`src/rtl/adc_scan_pkg.sv`:
```
package adc_scan_pkg;

   localparam logic [7:0] CORE_ID = 8'hAD;
   localparam int unsigned NUM_DIFF = 2;
   localparam int unsigned NUM_SE = 4;

   typedef enum logic [1:0] {
      ST_IDLE   = 2'd0,
      ST_SETTLE = 2'd1,
      ST_REQ    = 2'd2
   } scan_state_t;

   typedef struct packed {
      logic [1:0] route;
      logic [1:0] rate;
      logic [1:0] gain;
   } scan_cfg_t;

   // converter input used by a zero-based channel index
   function automatic logic [1:0] conv_input(input int unsigned idx);
      if (idx < NUM_DIFF) return 2'(idx);
      return 2'(NUM_DIFF + ((idx - NUM_DIFF) % 2));
   endfunction

   // external mux level: upper pair of single-ended channels selects high
   function automatic logic sel_high(input int unsigned idx);
      return idx >= (NUM_DIFF + NUM_SE / 2);
   endfunction

endpackage

```
`src/rtl/adc_scan_regs.sv`:
```
module adc_scan_regs
   import adc_scan_pkg::*;
#(
   parameter int DATA_W = 16,
   parameter int NUM_CH = 6,
   parameter int ADDR_W = 3,
   localparam int CH_W = $clog2(NUM_CH)
) (
   input  logic                     clk,
   input  logic                     rst_n,
   input  logic                     bus_we,
   input  logic [ADDR_W-1:0]        bus_addr,
   input  logic [DATA_W-1:0]        bus_wdata,
   output logic [DATA_W-1:0]        bus_rdata,
   input  logic                     res_we,
   input  logic [CH_W-1:0]          res_idx,
   input  logic [DATA_W-1:0]        res_data,
   output scan_cfg_t                cfg,
   output logic [DATA_W-1:0]        mask
);

   localparam int CFG_W = $bits(scan_cfg_t);
   localparam int PAD_W = DATA_W - 8 - CFG_W;

   scan_cfg_t                      cfg_q;
   logic [DATA_W-1:0]              mask_q;
   logic [NUM_CH-1:0][DATA_W-1:0]  res_q;
   logic [NUM_CH-1:0]              ch_we;

   genvar gc;
   generate
      for (gc = 0; gc < NUM_CH; gc++) begin : g_we
         assign ch_we[gc] = res_we && (res_idx == CH_W'(gc));
      end
   endgenerate

   always_ff @(posedge clk) begin
      if (!rst_n) begin
         cfg_q  <= '0;
         mask_q <= '0;
      end else if (bus_we) begin
         if (bus_addr == ADDR_W'(0)) cfg_q <= scan_cfg_t'(bus_wdata[CFG_W-1:0]);
         if (bus_addr == ADDR_W'(1)) mask_q <= bus_wdata;
      end
   end

   always_ff @(posedge clk) begin
      if (!rst_n) begin
         res_q <= '0;
      end else begin
         for (int i = 0; i < NUM_CH; i++) begin
            if (ch_we[i]) res_q[i] <= res_data;
         end
      end
   end

   always_comb begin
      bus_rdata = '0;
      if (bus_addr == ADDR_W'(0)) bus_rdata = {CORE_ID, {PAD_W{1'b0}}, cfg_q};
      if (bus_addr == ADDR_W'(1)) bus_rdata = mask_q;
      for (int i = 0; i < NUM_CH; i++) begin
         if (bus_addr == ADDR_W'(i + 2)) bus_rdata = res_q[i];
      end
   end

   assign cfg  = cfg_q;
   assign mask = mask_q;

endmodule

```
`src/rtl/adc_scan_pick.sv`:
```
module adc_scan_pick #(
   parameter int NUM_CH = 6,
   localparam int CH_W = $clog2(NUM_CH)
) (
   input  logic [NUM_CH-1:0] en,
   input  logic [CH_W-1:0]   last_idx,
   output logic              any,
   output logic [CH_W-1:0]   next_idx
);

   // walk from the farthest candidate to the nearest so the nearest wins
   always_comb begin
      any      = 1'b0;
      next_idx = '0;
      for (int k = NUM_CH; k >= 1; k--) begin
         int c;
         c = (int'(last_idx) + k) % NUM_CH;
         if (en[c]) begin
            any      = 1'b1;
            next_idx = CH_W'(c);
         end
      end
   end

endmodule

```
`src/rtl/adc_scan_fmt.sv`:
```
module adc_scan_fmt #(
   parameter int DATA_W   = 16,
   parameter int LO_BITS  = 12,
   parameter int MID_BITS = 14
) (
   input  logic [DATA_W-1:0] raw,
   input  logic [1:0]        rate,
   input  logic              is_diff,
   output logic [DATA_W-1:0] val
);

   localparam int LO_PAD  = DATA_W - LO_BITS;
   localparam int MID_PAD = DATA_W - MID_BITS;

   generate
      if (!(LO_BITS > 0 && LO_BITS < MID_BITS && MID_BITS < DATA_W)) begin : g_bad_res
         $error("adc_scan_fmt: resolutions must satisfy 0 < LO < MID < DATA_W");
      end
   endgenerate

   always_comb begin
      val = raw;
      if (is_diff) begin
         case (rate)
            2'd0:    val = {{LO_PAD{raw[LO_BITS-1]}}, raw[LO_BITS-1:0]};
            2'd1:    val = {{MID_PAD{raw[MID_BITS-1]}}, raw[MID_BITS-1:0]};
            default: val = raw;
         endcase
      end
   end

endmodule

```
`src/rtl/adc_scan_ctrl.sv`:
```
module adc_scan_ctrl
   import adc_scan_pkg::*;
#(
   parameter int NUM_CH     = 6,
   parameter int SETTLE_CYC = 8,
   localparam int CH_W  = $clog2(NUM_CH),
   localparam int CNT_W = $clog2(SETTLE_CYC + 1)
) (
   input  logic             clk,
   input  logic             rst_n,
   input  scan_cfg_t        cfg,
   input  logic             pick_any,
   input  logic [CH_W-1:0]  pick_idx,
   output logic [CH_W-1:0]  last_idx,
   input  logic             cmd_ack,
   output logic             cmd_req,
   output logic [1:0]       cmd_chan,
   output logic [1:0]       cmd_gain,
   output logic [1:0]       cmd_rate,
   output logic             sel_a,
   output logic             sel_b,
   output logic             res_we,
   output logic [CH_W-1:0]  res_idx
);

   scan_state_t      state_q;
   logic [CNT_W-1:0] cnt_q;
   logic [CH_W-1:0]  cur_q;
   logic [CH_W-1:0]  last_q;
   scan_cfg_t        lat_q;
   logic             sel_a_q, sel_b_q;
   logic             lvl;

   assign lvl = sel_high(32'(pick_idx));

   always_ff @(posedge clk) begin
      if (!rst_n) begin
         state_q <= ST_IDLE;
         cnt_q   <= '0;
         cur_q   <= '0;
         last_q  <= CH_W'(NUM_CH - 1);
         lat_q   <= '0;
         sel_a_q <= 1'b0;
         sel_b_q <= 1'b0;
      end else begin
         case (state_q)
            ST_IDLE: begin
               if (pick_any) begin
                  cur_q   <= pick_idx;
                  lat_q   <= cfg;
                  sel_a_q <= (cfg.route == 2'd1) && lvl;
                  sel_b_q <= (cfg.route == 2'd2) && lvl;
                  cnt_q   <= CNT_W'(SETTLE_CYC - 1);
                  state_q <= ST_SETTLE;
               end
            end
            ST_SETTLE: begin
               if (cnt_q == '0) state_q <= ST_REQ;
               else cnt_q <= cnt_q - 1'b1;
            end
            ST_REQ: begin
               if (cmd_ack) begin
                  last_q  <= cur_q;
                  state_q <= ST_IDLE;
               end
            end
            default: state_q <= ST_IDLE;
         endcase
      end
   end

   assign cmd_req  = (state_q == ST_REQ);
   assign cmd_chan = conv_input(32'(cur_q));
   assign cmd_gain = lat_q.gain;
   assign cmd_rate = lat_q.rate;
   assign sel_a    = sel_a_q;
   assign sel_b    = sel_b_q;
   assign res_we   = cmd_req && cmd_ack;
   assign res_idx  = cur_q;
   assign last_idx = last_q;

endmodule

```
`src/rtl/adc_scan_seq.sv`:
```
module adc_scan_seq
   import adc_scan_pkg::*;
#(
   parameter int DATA_W     = 16,
   parameter int NUM_CH     = 6,
   parameter int ADDR_W     = 3,
   parameter int SETTLE_CYC = 8,
   parameter int LO_BITS    = 12,
   parameter int MID_BITS   = 14
) (
   input  logic              clk,
   input  logic              rst_n,
   input  logic              bus_we,
   input  logic [ADDR_W-1:0] bus_addr,
   input  logic [DATA_W-1:0] bus_wdata,
   output logic [DATA_W-1:0] bus_rdata,
   output logic              cmd_req,
   output logic [1:0]        cmd_chan,
   output logic [1:0]        cmd_gain,
   output logic [1:0]        cmd_rate,
   input  logic              cmd_ack,
   input  logic [DATA_W-1:0] cmd_result,
   output logic              sel_pin_a,
   output logic              sel_pin_b
);

   localparam int CH_W = $clog2(NUM_CH);

   generate
      if (NUM_CH != NUM_DIFF + NUM_SE) begin : g_bad_ch
         $error("adc_scan_seq: NUM_CH must equal differential plus single-ended count");
      end
      if (SETTLE_CYC < 1) begin : g_bad_settle
         $error("adc_scan_seq: SETTLE_CYC must be at least 1");
      end
      if (DATA_W != 16) begin : g_bad_w
         $error("adc_scan_seq: DATA_W must be 16");
      end
      if ((1 << ADDR_W) < NUM_CH + 2) begin : g_bad_addr
         $error("adc_scan_seq: ADDR_W too small for the register bank");
      end
   endgenerate

   scan_cfg_t         cfg;
   logic [DATA_W-1:0] mask_q;
   logic              pick_any;
   logic [CH_W-1:0]   pick_idx;
   logic [CH_W-1:0]   last_idx;
   logic              res_we;
   logic [CH_W-1:0]   res_idx;
   logic [DATA_W-1:0] res_val;
   logic              is_diff;

   adc_scan_regs #(.DATA_W(DATA_W), .NUM_CH(NUM_CH), .ADDR_W(ADDR_W)) u_regs (
      .clk(clk), .rst_n(rst_n),
      .bus_we(bus_we), .bus_addr(bus_addr), .bus_wdata(bus_wdata), .bus_rdata(bus_rdata),
      .res_we(res_we), .res_idx(res_idx), .res_data(res_val),
      .cfg(cfg), .mask(mask_q)
   );

   adc_scan_pick #(.NUM_CH(NUM_CH)) u_pick (
      .en(mask_q[NUM_CH-1:0]), .last_idx(last_idx),
      .any(pick_any), .next_idx(pick_idx)
   );

   adc_scan_ctrl #(.NUM_CH(NUM_CH), .SETTLE_CYC(SETTLE_CYC)) u_ctrl (
      .clk(clk), .rst_n(rst_n), .cfg(cfg),
      .pick_any(pick_any), .pick_idx(pick_idx), .last_idx(last_idx),
      .cmd_ack(cmd_ack), .cmd_req(cmd_req), .cmd_chan(cmd_chan),
      .cmd_gain(cmd_gain), .cmd_rate(cmd_rate),
      .sel_a(sel_pin_a), .sel_b(sel_pin_b),
      .res_we(res_we), .res_idx(res_idx)
   );

   assign is_diff = res_idx < CH_W'(NUM_DIFF);

   adc_scan_fmt #(.DATA_W(DATA_W), .LO_BITS(LO_BITS), .MID_BITS(MID_BITS)) u_fmt (
      .raw(cmd_result), .rate(cmd_rate), .is_diff(is_diff), .val(res_val)
   );

endmodule

```
`config.mk`:
```
export PLATFORM = sky130hd
export DESIGN_NAME = adc_scan_seq
export DESIGN_NICKNAME = d
export VERILOG_FILES = /design/src/rtl/adc_scan_pkg.sv /design/src/rtl/adc_scan_regs.sv /design/src/rtl/adc_scan_pick.sv /design/src/rtl/adc_scan_fmt.sv /design/src/rtl/adc_scan_ctrl.sv /design/src/rtl/adc_scan_seq.sv
export SDC_FILE = /design/constraint.sdc
export NUM_CORES = 1
export LEC_CHECK = 0
export ABC_AREA = 0
export BUFFER_PORTS_ARGS = -buffer_cell sky130_fd_sc_hd__buf_2
export CAP_MARGIN = 10
export CORE_ASPECT_RATIO = 1.4
export CORE_UTILIZATION = 54
export CTS_BUF_LIST = sky130_fd_sc_hd__clkbuf_16
export DETAILED_ROUTE_END_ITERATION = 12
export PLACE_DENSITY = 0.77
export SLEW_MARGIN = 5
export SYNTH_ARGS = -nofsm -noshare
export SYNTH_HDL_FRONTEND = slang
export SYNTH_SLANG_ARGS = --single-unit
```
`constraint.sdc`:
```
create_clock -name clk -period 3.15 [get_ports clk]
set_input_delay 0.63 -clock clk [delete_from_list [all_inputs] [get_ports clk]]
set_output_delay 0.63 -clock clk [all_outputs]
set_load 0.02 [all_outputs]
```
* Word-level counts from Yosys, hierarchy flattened
Cells that the tools add are included.
Widths: inputs -> output; s select.
** Word-level totals
- Flip-flop bits (word level) :: 136
- Output and inout bits :: 25
- Word-level logic and storage cells :: 134
** Cells by class
- Add/sub/neg operators :: 9
- Divide/modulo/power cells :: 6
- Order comparisons :: 9
- Eq/ne operators :: 21
- Mux-type cells :: 50
- Reductions and logical operators :: 21
** Operator list (number)
- $lt 32x5->1 const B :: 6
- $mod 32x4->32 const B :: 6
- $mux 16 :: 9
- $pmux 16 s2 :: 1
- $mux 1 :: 19
- $bmux 1 s3 :: 6
- $eq 3x3->1 const B :: 6
- $mux 3 :: 6
- $add 3x3->4 const B :: 3
- $eq 3x2->1 const B :: 4
- $mux 2 :: 5
- $logic_and 1x1->1 :: 9
- $add 3x2->4 const B :: 2
- $mux 4 :: 2
- $pmux 4 s2 :: 1
- $reduce_and 2->1 :: 4
- $eq 2x1->1 const B :: 3
- $eq 3x1->1 const B :: 2
- $logic_not 3->1 :: 2
- $lt 3x2->1 const B :: 2
- $ne 2x2->1 const B :: 3
- $pmux 2 s3 :: 1
- $reduce_and 3->1 :: 2
- $add 3x1->4 const B :: 1
- other kinds (9) :: 11

* Depth between registers and ports, before layout
- Depth in word-level cells :: 13
- Mapped depth :: 14
- Gate-level depth less buffers :: 13

* Modules after synthesis
Synthesis repeated with hierarchy kept, for this count alone.
** Second synthesis, totals
- Cells, all modules :: 901
- Area, all modules :: 7568.5 µm²
** By module, submodules not included
- adc_scan_regs :: instances 1, cells each 670, area each 5703.0 µm², seq. area each 2362.3 µm²
- adc_scan_pick :: instances 1, cells each 120, area each 905.9 µm², seq. area each 0.0 µm²
- adc_scan_ctrl :: instances 1, cells each 89, area each 784.5 µm², seq. area each 360.3 µm²
- adc_scan_fmt :: instances 1, cells each 21, area each 171.4 µm², seq. area each 0.0 µm²
- adc_scan_seq :: instances 1, cells each 1, area each 3.8 µm², seq. area each 0.0 µm²

* Worst setup path after synthesis
OpenSTA, ideal clock, no wires.
- Path kind :: input to output
- Start point :: input port bus_addr[0]
- End point :: output port bus_rdata[15]
- Arrival :: 2709 ps
- Slack :: -189 ps
- Stages on the path :: 6
- Path buffers :: 4
- Cells stage by stage :: clkbuf_1 -> clkbuf_1 -> buf_1 -> clkbuf_1 -> nand2_1 -> o21ai_0
** On the way
- Cells in the longest elaborated chain, start to end :: 9
** RTL lines
- start: declaration :: RTL line adc_scan_seq.sv:14 : input logic [ADDR_W-1:0] bus_addr,
- $logic_not 3->1 :: RTL line adc_scan_regs.sv:59 : if (bus_addr == ADDR_W'(0)) bus_rdata = {CORE_ID, {PAD_W{1'b0}}, cfg_q};
- $mux 16 :: RTL line adc_scan_regs.sv:59
- $mux 16 :: RTL line adc_scan_regs.sv:60 : if (bus_addr == ADDR_W'(1)) bus_rdata = mask_q;
- $mux 16 (5 in a row) :: RTL line adc_scan_regs.sv:62 : if (bus_addr == ADDR_W'(i + 2)) bus_rdata = res_q[i];
- $mux 16 * :: RTL line adc_scan_regs.sv:62
- end: declaration :: RTL line adc_scan_seq.sv:16 : output logic [DATA_W-1:0] bus_rdata,
Every way passes the cells marked *; elsewhere a longest branch is shown, timed or not.

* Worst setup path in the final report
- Start point :: register u_ctrl.last_q[1], in the netlist u_ctrl.last_idx[1]
- End point :: register u_ctrl.lat_q, in the netlist u_ctrl.cmd_gain[0]
** On the way
- Cells in the longest elaborated chain, start to end :: 12
** RTL lines
- start: declaration :: RTL line adc_scan_ctrl.sv:29 : logic [CH_W-1:0] last_q;
- start signal: assignment :: RTL line adc_scan_ctrl.sv:41 : last_q <= CH_W'(NUM_CH - 1);
- start signal: assignment :: RTL line adc_scan_ctrl.sv:63 : last_q <= cur_q;
- $add 3x3->4 :: RTL line adc_scan_pick.sv:17 : c = (int'(last_idx) + k) % NUM_CH;
- $mod 32x4->32 :: RTL line adc_scan_pick.sv:17
- $bmux 1 s3 :: RTL line adc_scan_pick.sv:18 : if (en[c]) begin
- $mux 1 (implied by the code) (2 in a row) :: RTL line adc_scan_pick.sv:18
- $mux 1 (5 in a row) :: RTL line adc_scan_pick.sv:18
- $mux 1 * :: RTL line adc_scan_pick.sv:18
- $reduce_and 2->1 (no source line) *
- end signal: assignment :: RTL line adc_scan_ctrl.sv:50 : lat_q <= cfg;
- end: declaration :: RTL line adc_scan_ctrl.sv:30 : scan_cfg_t lat_q;
Every way passes the cells marked *; elsewhere a longest branch is shown, timed or not. The select of a mux whose other input is x is not followed.
A chain may end at the register's enable or synchronous reset.

==> flow_metrics.tcl <==
set metrics [dict create \
    gp_congestion 0.940 \
    syn_avg_cell_area_um2 7.98 \
    max_freq_mhz 326 \
    crit_type "flop to flop" \
    seqPwrFrac 0.384 \
    grt_pass1_wl_um 31000 \
    final.min_clock_period_ns 3.07 \
    slew-limit-headroom 0.437 \
    clkTransAtPathRegs_ns 0.06 \
    first_pass_iters 5 \
    wl_per_cell_um 18.2 \
    cp.required_ns 3.45 \
    synth-seq-cells 136 \
    first_iter_violations 447 \
    wirelength_um 19700 \
    skew_ns 0.00500 \
    p_clk_frac 0.489 \
    worst-r2r-setup-slack_ns 0.08 \
    drc 0 \
    cts_tree "built" \
    vias 6475 \
    power_leakage_nw 3.22 \
    synth_cells 844 \
    antenna_found_initial 0 \
    hold_slack_ns 0.442 \
    htree_num_levels 4 \
    fin_total_pwr_mw 4.70 \
    crit_start "u_ctrl.last_idx[1]$_SDFFE_PN0P_" \
    yosys-top-cells-count "nand2_1 (212), dfxtp_1 (136), a21oi_1 (126)" \
    ctsHoldBuffers 0 \
    intPower_mw 3.56 \
    end_kind "flop" \
    ir_drop_mv 0.400 \
    start_util 0.561 \
    cp_cell_sequence "ha_4, xor2_2, inv_2, buf_4, buf_4, buf_4, buf_4, buf_4, buf_4, buf_4, o211ai_1, a21oi_1, a211oi_2, a311o_2, buf_6, mux2i_1, nor2_1" \
    timing.final.ws_setup_ns 0.0794 \
    seq_area_frac_synth 0.404 \
    period_share 0.975 \
    yosysWarnings 0 \
    root_buffer "clkbuf_16" \
    dp_hpwl_um 13000 \
    tightest_slew_ns 0.842 \
    cts_sinks 136 \
    die-width_um 96.4 \
    maxCapViolations 0 \
    overflow 0 \
    crit_path_start_kind "flop" \
    cts_buffer_depth 2 \
    crit_fanout 7 \
    max_stage_delay_ns 0.39 \
    grt_usage 0.320 \
    area_growth_pct 21.9 \
    tns_ns 0 \
    n_antenna_cell 0 \
    cp_common_cell "buf_4" \
    dieArea_um2 12900 \
    ff2ff_path_depth 17 \
    ys.flop_type "dfxtp_1" \
    portBuffers 63 \
    netlist_area_um2 6730 \
    grt_pass1_vias 6270 \
    core_area_um2 12000 \
    r2r_end "u_ctrl.cmd_gain[0]$_SDFFE_PN0P_" \
    p_per_area_nw_per_um2 572 \
    die_h_um 134 \
    final_util 0.684 \
    endpoint "u_ctrl.cmd_gain[0]$_SDFFE_PN0P_" \
    pin_count 64 \
    pre_cts_ws_ns -0.125 \
    crit_arrival_ns 3.37 \
    status "finished, final reports clean" \
    synth_area_leaders "dfxtp_1 (40%), nand2_1 (12%), a21oi_1 (9.4%)" \
    clkLatencyLatePin_ns 0.42 \
    drive_gt1_frac 0.220 \
    grt_max_degree 53 \
    slowest_stage "a311o_2" \
    p_sw_mw 1.14 \
    switching_share 0.243 \
    rows 47 \
    synth-async-reset-ratio 0 \
    hp-class "input pin to flop" \
    synth-edff-count 0 \
    synth_top_area_frac 0.404 \
    antenna_left 0 \
    drv_slew 0 \
    avgViaCountPerCell 6.00 \
    comb_power_share 0.127 \
    cts_inserted_buffers 17 \
    setup_violations 0 \
    syn_nets 894 \
    netlist-cell-type-count 57 \
    hold_violations 0 \
    n_fill_cell 978 \
    yosysTopAreaCell "dfxtp_1" \
    regToRegStartpoint "u_ctrl.last_idx[1]$_SDFFE_PN0P_" \
    yosysMostFrequentCell "nand2_1" \
    fin_nets 970 \
]
metal layers:
layer,global-route usage,wire [µm],up-vias
met5,0,0,-
met1,0.360,7460,3026
met4,0.181,970,0
met2,0.542,9950,301
met3,0.0771,1290,79
li1,-,-,3069
cell usage in the layout (no fill, tap or decap), types with 3 or more instances in the layout:
cell type / synthesis / layout
ha_1: 11 / 7
mux4_2: 11 / 11
or2_2: 4 / 4
nand3_1: 9 / 9
a21oi_1: 126 / 123
o21ai_1: 2 / 3
mux2_2: 11 / 11
nand4_1: 4 / 4
o221ai_1: 7 / 6
nor2b_1: 15 / 14
or3_1: 3 / 3
inv_1: 18 / 17
nor2_1: 66 / 66
a31oi_1: 10 / 10
a22oi_1: 4 / 4
a21o_1: 4 / 4
bufinv_16: 0 / 7
nand2_1: 212 / 211
and3_1: 3 / 3
nand2b_1: 5 / 5
buf_4: 1 / 49
and2_1: 4 / 3
clkbuf_16: 0 / 17
mux2i_1: 33 / 33
a21oi_2: 0 / 3
buf_2: 3 / 63
dfxtp_1: 136 / 133
a211oi_1: 15 / 14
buf_6: 2 / 3
a221oi_1: 3 / 3
o21ai_0: 13 / 12
a32o_1: 3 / 3
nor3_1: 10 / 9
o211ai_1: 7 / 7
worst min-delay path by stage:
stage | startpoint | end | slack [ns] | cells past startpoint
3_5_place_dp | u_regs.res_q[71]$_SDFFE_PN0P_ | u_regs.res_q[71]$_SDFFE_PN0P_ | 0.44 | 2
5_1_grt | bus_wdata[13] | u_regs.mask[13]$_SDFFE_PN0P_ | 0.46 | 3
6_report | bus_wdata[13] | u_regs.mask[13]$_SDFFE_PN0P_ | 0.44 | 3
4_1_cts | bus_wdata[10] | u_regs.mask[10]$_SDFFE_PN0P_ | 0.44 | 3
2_1_floorplan | u_regs.res_q[40]$_SDFFE_PN0P_ | u_regs.res_q[40]$_SDFFE_PN0P_ | 0.43 | 2
3_3_place_gp | u_regs.res_q[43]$_SDFFE_PN0P_ | u_regs.res_q[43]$_SDFFE_PN0P_ | 0.44 | 2
cell families after synthesis:
logic type               count (synthesis)  share of synthesized area
buffers and inverters                   79                     0.0474
AND/OR/NAND/NOR                        347                      0.224
AO/OA/AOI/OAI                          209                      0.189
XOR/XNOR                                 6                    0.00892
flip-flops                             136                      0.404
adder cells (fa/ha/maj)                 12                     0.0219
multiplexers                            55                      0.104
sequential cells by signal (all words and copies together) (netlist names):
name             cells
u_ctrl.cnt_q         4
u_ctrl.last_idx      3
u_regs.cfg           6
u_ctrl.cmd_rate      2
u_ctrl.sel_a         1
u_ctrl.res_idx       3
u_ctrl.sel_b         1
u_regs.res_q        96
u_ctrl.state_q       2
u_regs.mask         16
u_ctrl.cmd_gain      2
metrics by stage:
step,cells,cell area [µm²]
2_1_floorplan,844,6740
3_3_place_gp,1034,7330
3_5_place_dp,1034,7330
4_1_cts,1077,8130
5_1_grt,1080,8210
6_report,1080,8210
power groups by stage:
stage | clock, mW | sequential [mW] | combinational (mW)
after floorplan | 0 | 1.83 | 0.373
after CTS | 2.31 | 1.80 | 0.558
after detailed placement | 0 | 1.84 | 0.536
final | 2.30 | 1.80 | 0.595
after global placement | 0 | 1.84 | 0.527
after global routing | 2.39 | 1.81 | 0.649
critical path, delay by kind of cell (launching register included):
family | cells | cell delay [ns]
adder cells (fa/ha/maj) | 1 | 0.17
flip-flops | 1 | 0.36
buffers and inverters | 9 | 1.08
multiplexers | 1 | 0.17
AO/OA/AOI/OAI | 4 | 0.93
XOR/XNOR | 1 | 0.18
AND/OR/NAND/NOR | 1 | 0.05
layout make-up:
type / instances / area (µm²) / share of cell area
Clock buffer: 17 / 425 / 0.0518
Timing Repair Buffer: 117 / 757 / 0.0922
Multi-Input combinational cell: 630 / 3790 / 0.461
Inverter: 18 / 68.8 / 0.00838
Tap cell: 147 / 184 / 0.0224
Clock inverter: 15 / 258 / 0.0314
Sequential cell: 136 / 2730 / 0.332
timing repair:
action | CTS | global route
gates cloned | 1 | 0
buffers inserted | 10 | 3
pin swaps | 5 | 8
setup endpoints to repair | 14 | 14
gates resized for setup | 8 | 15
endpoints found under the hold margin | 0 | 0
No activity file was read; power rests on OpenSTA's default activity.
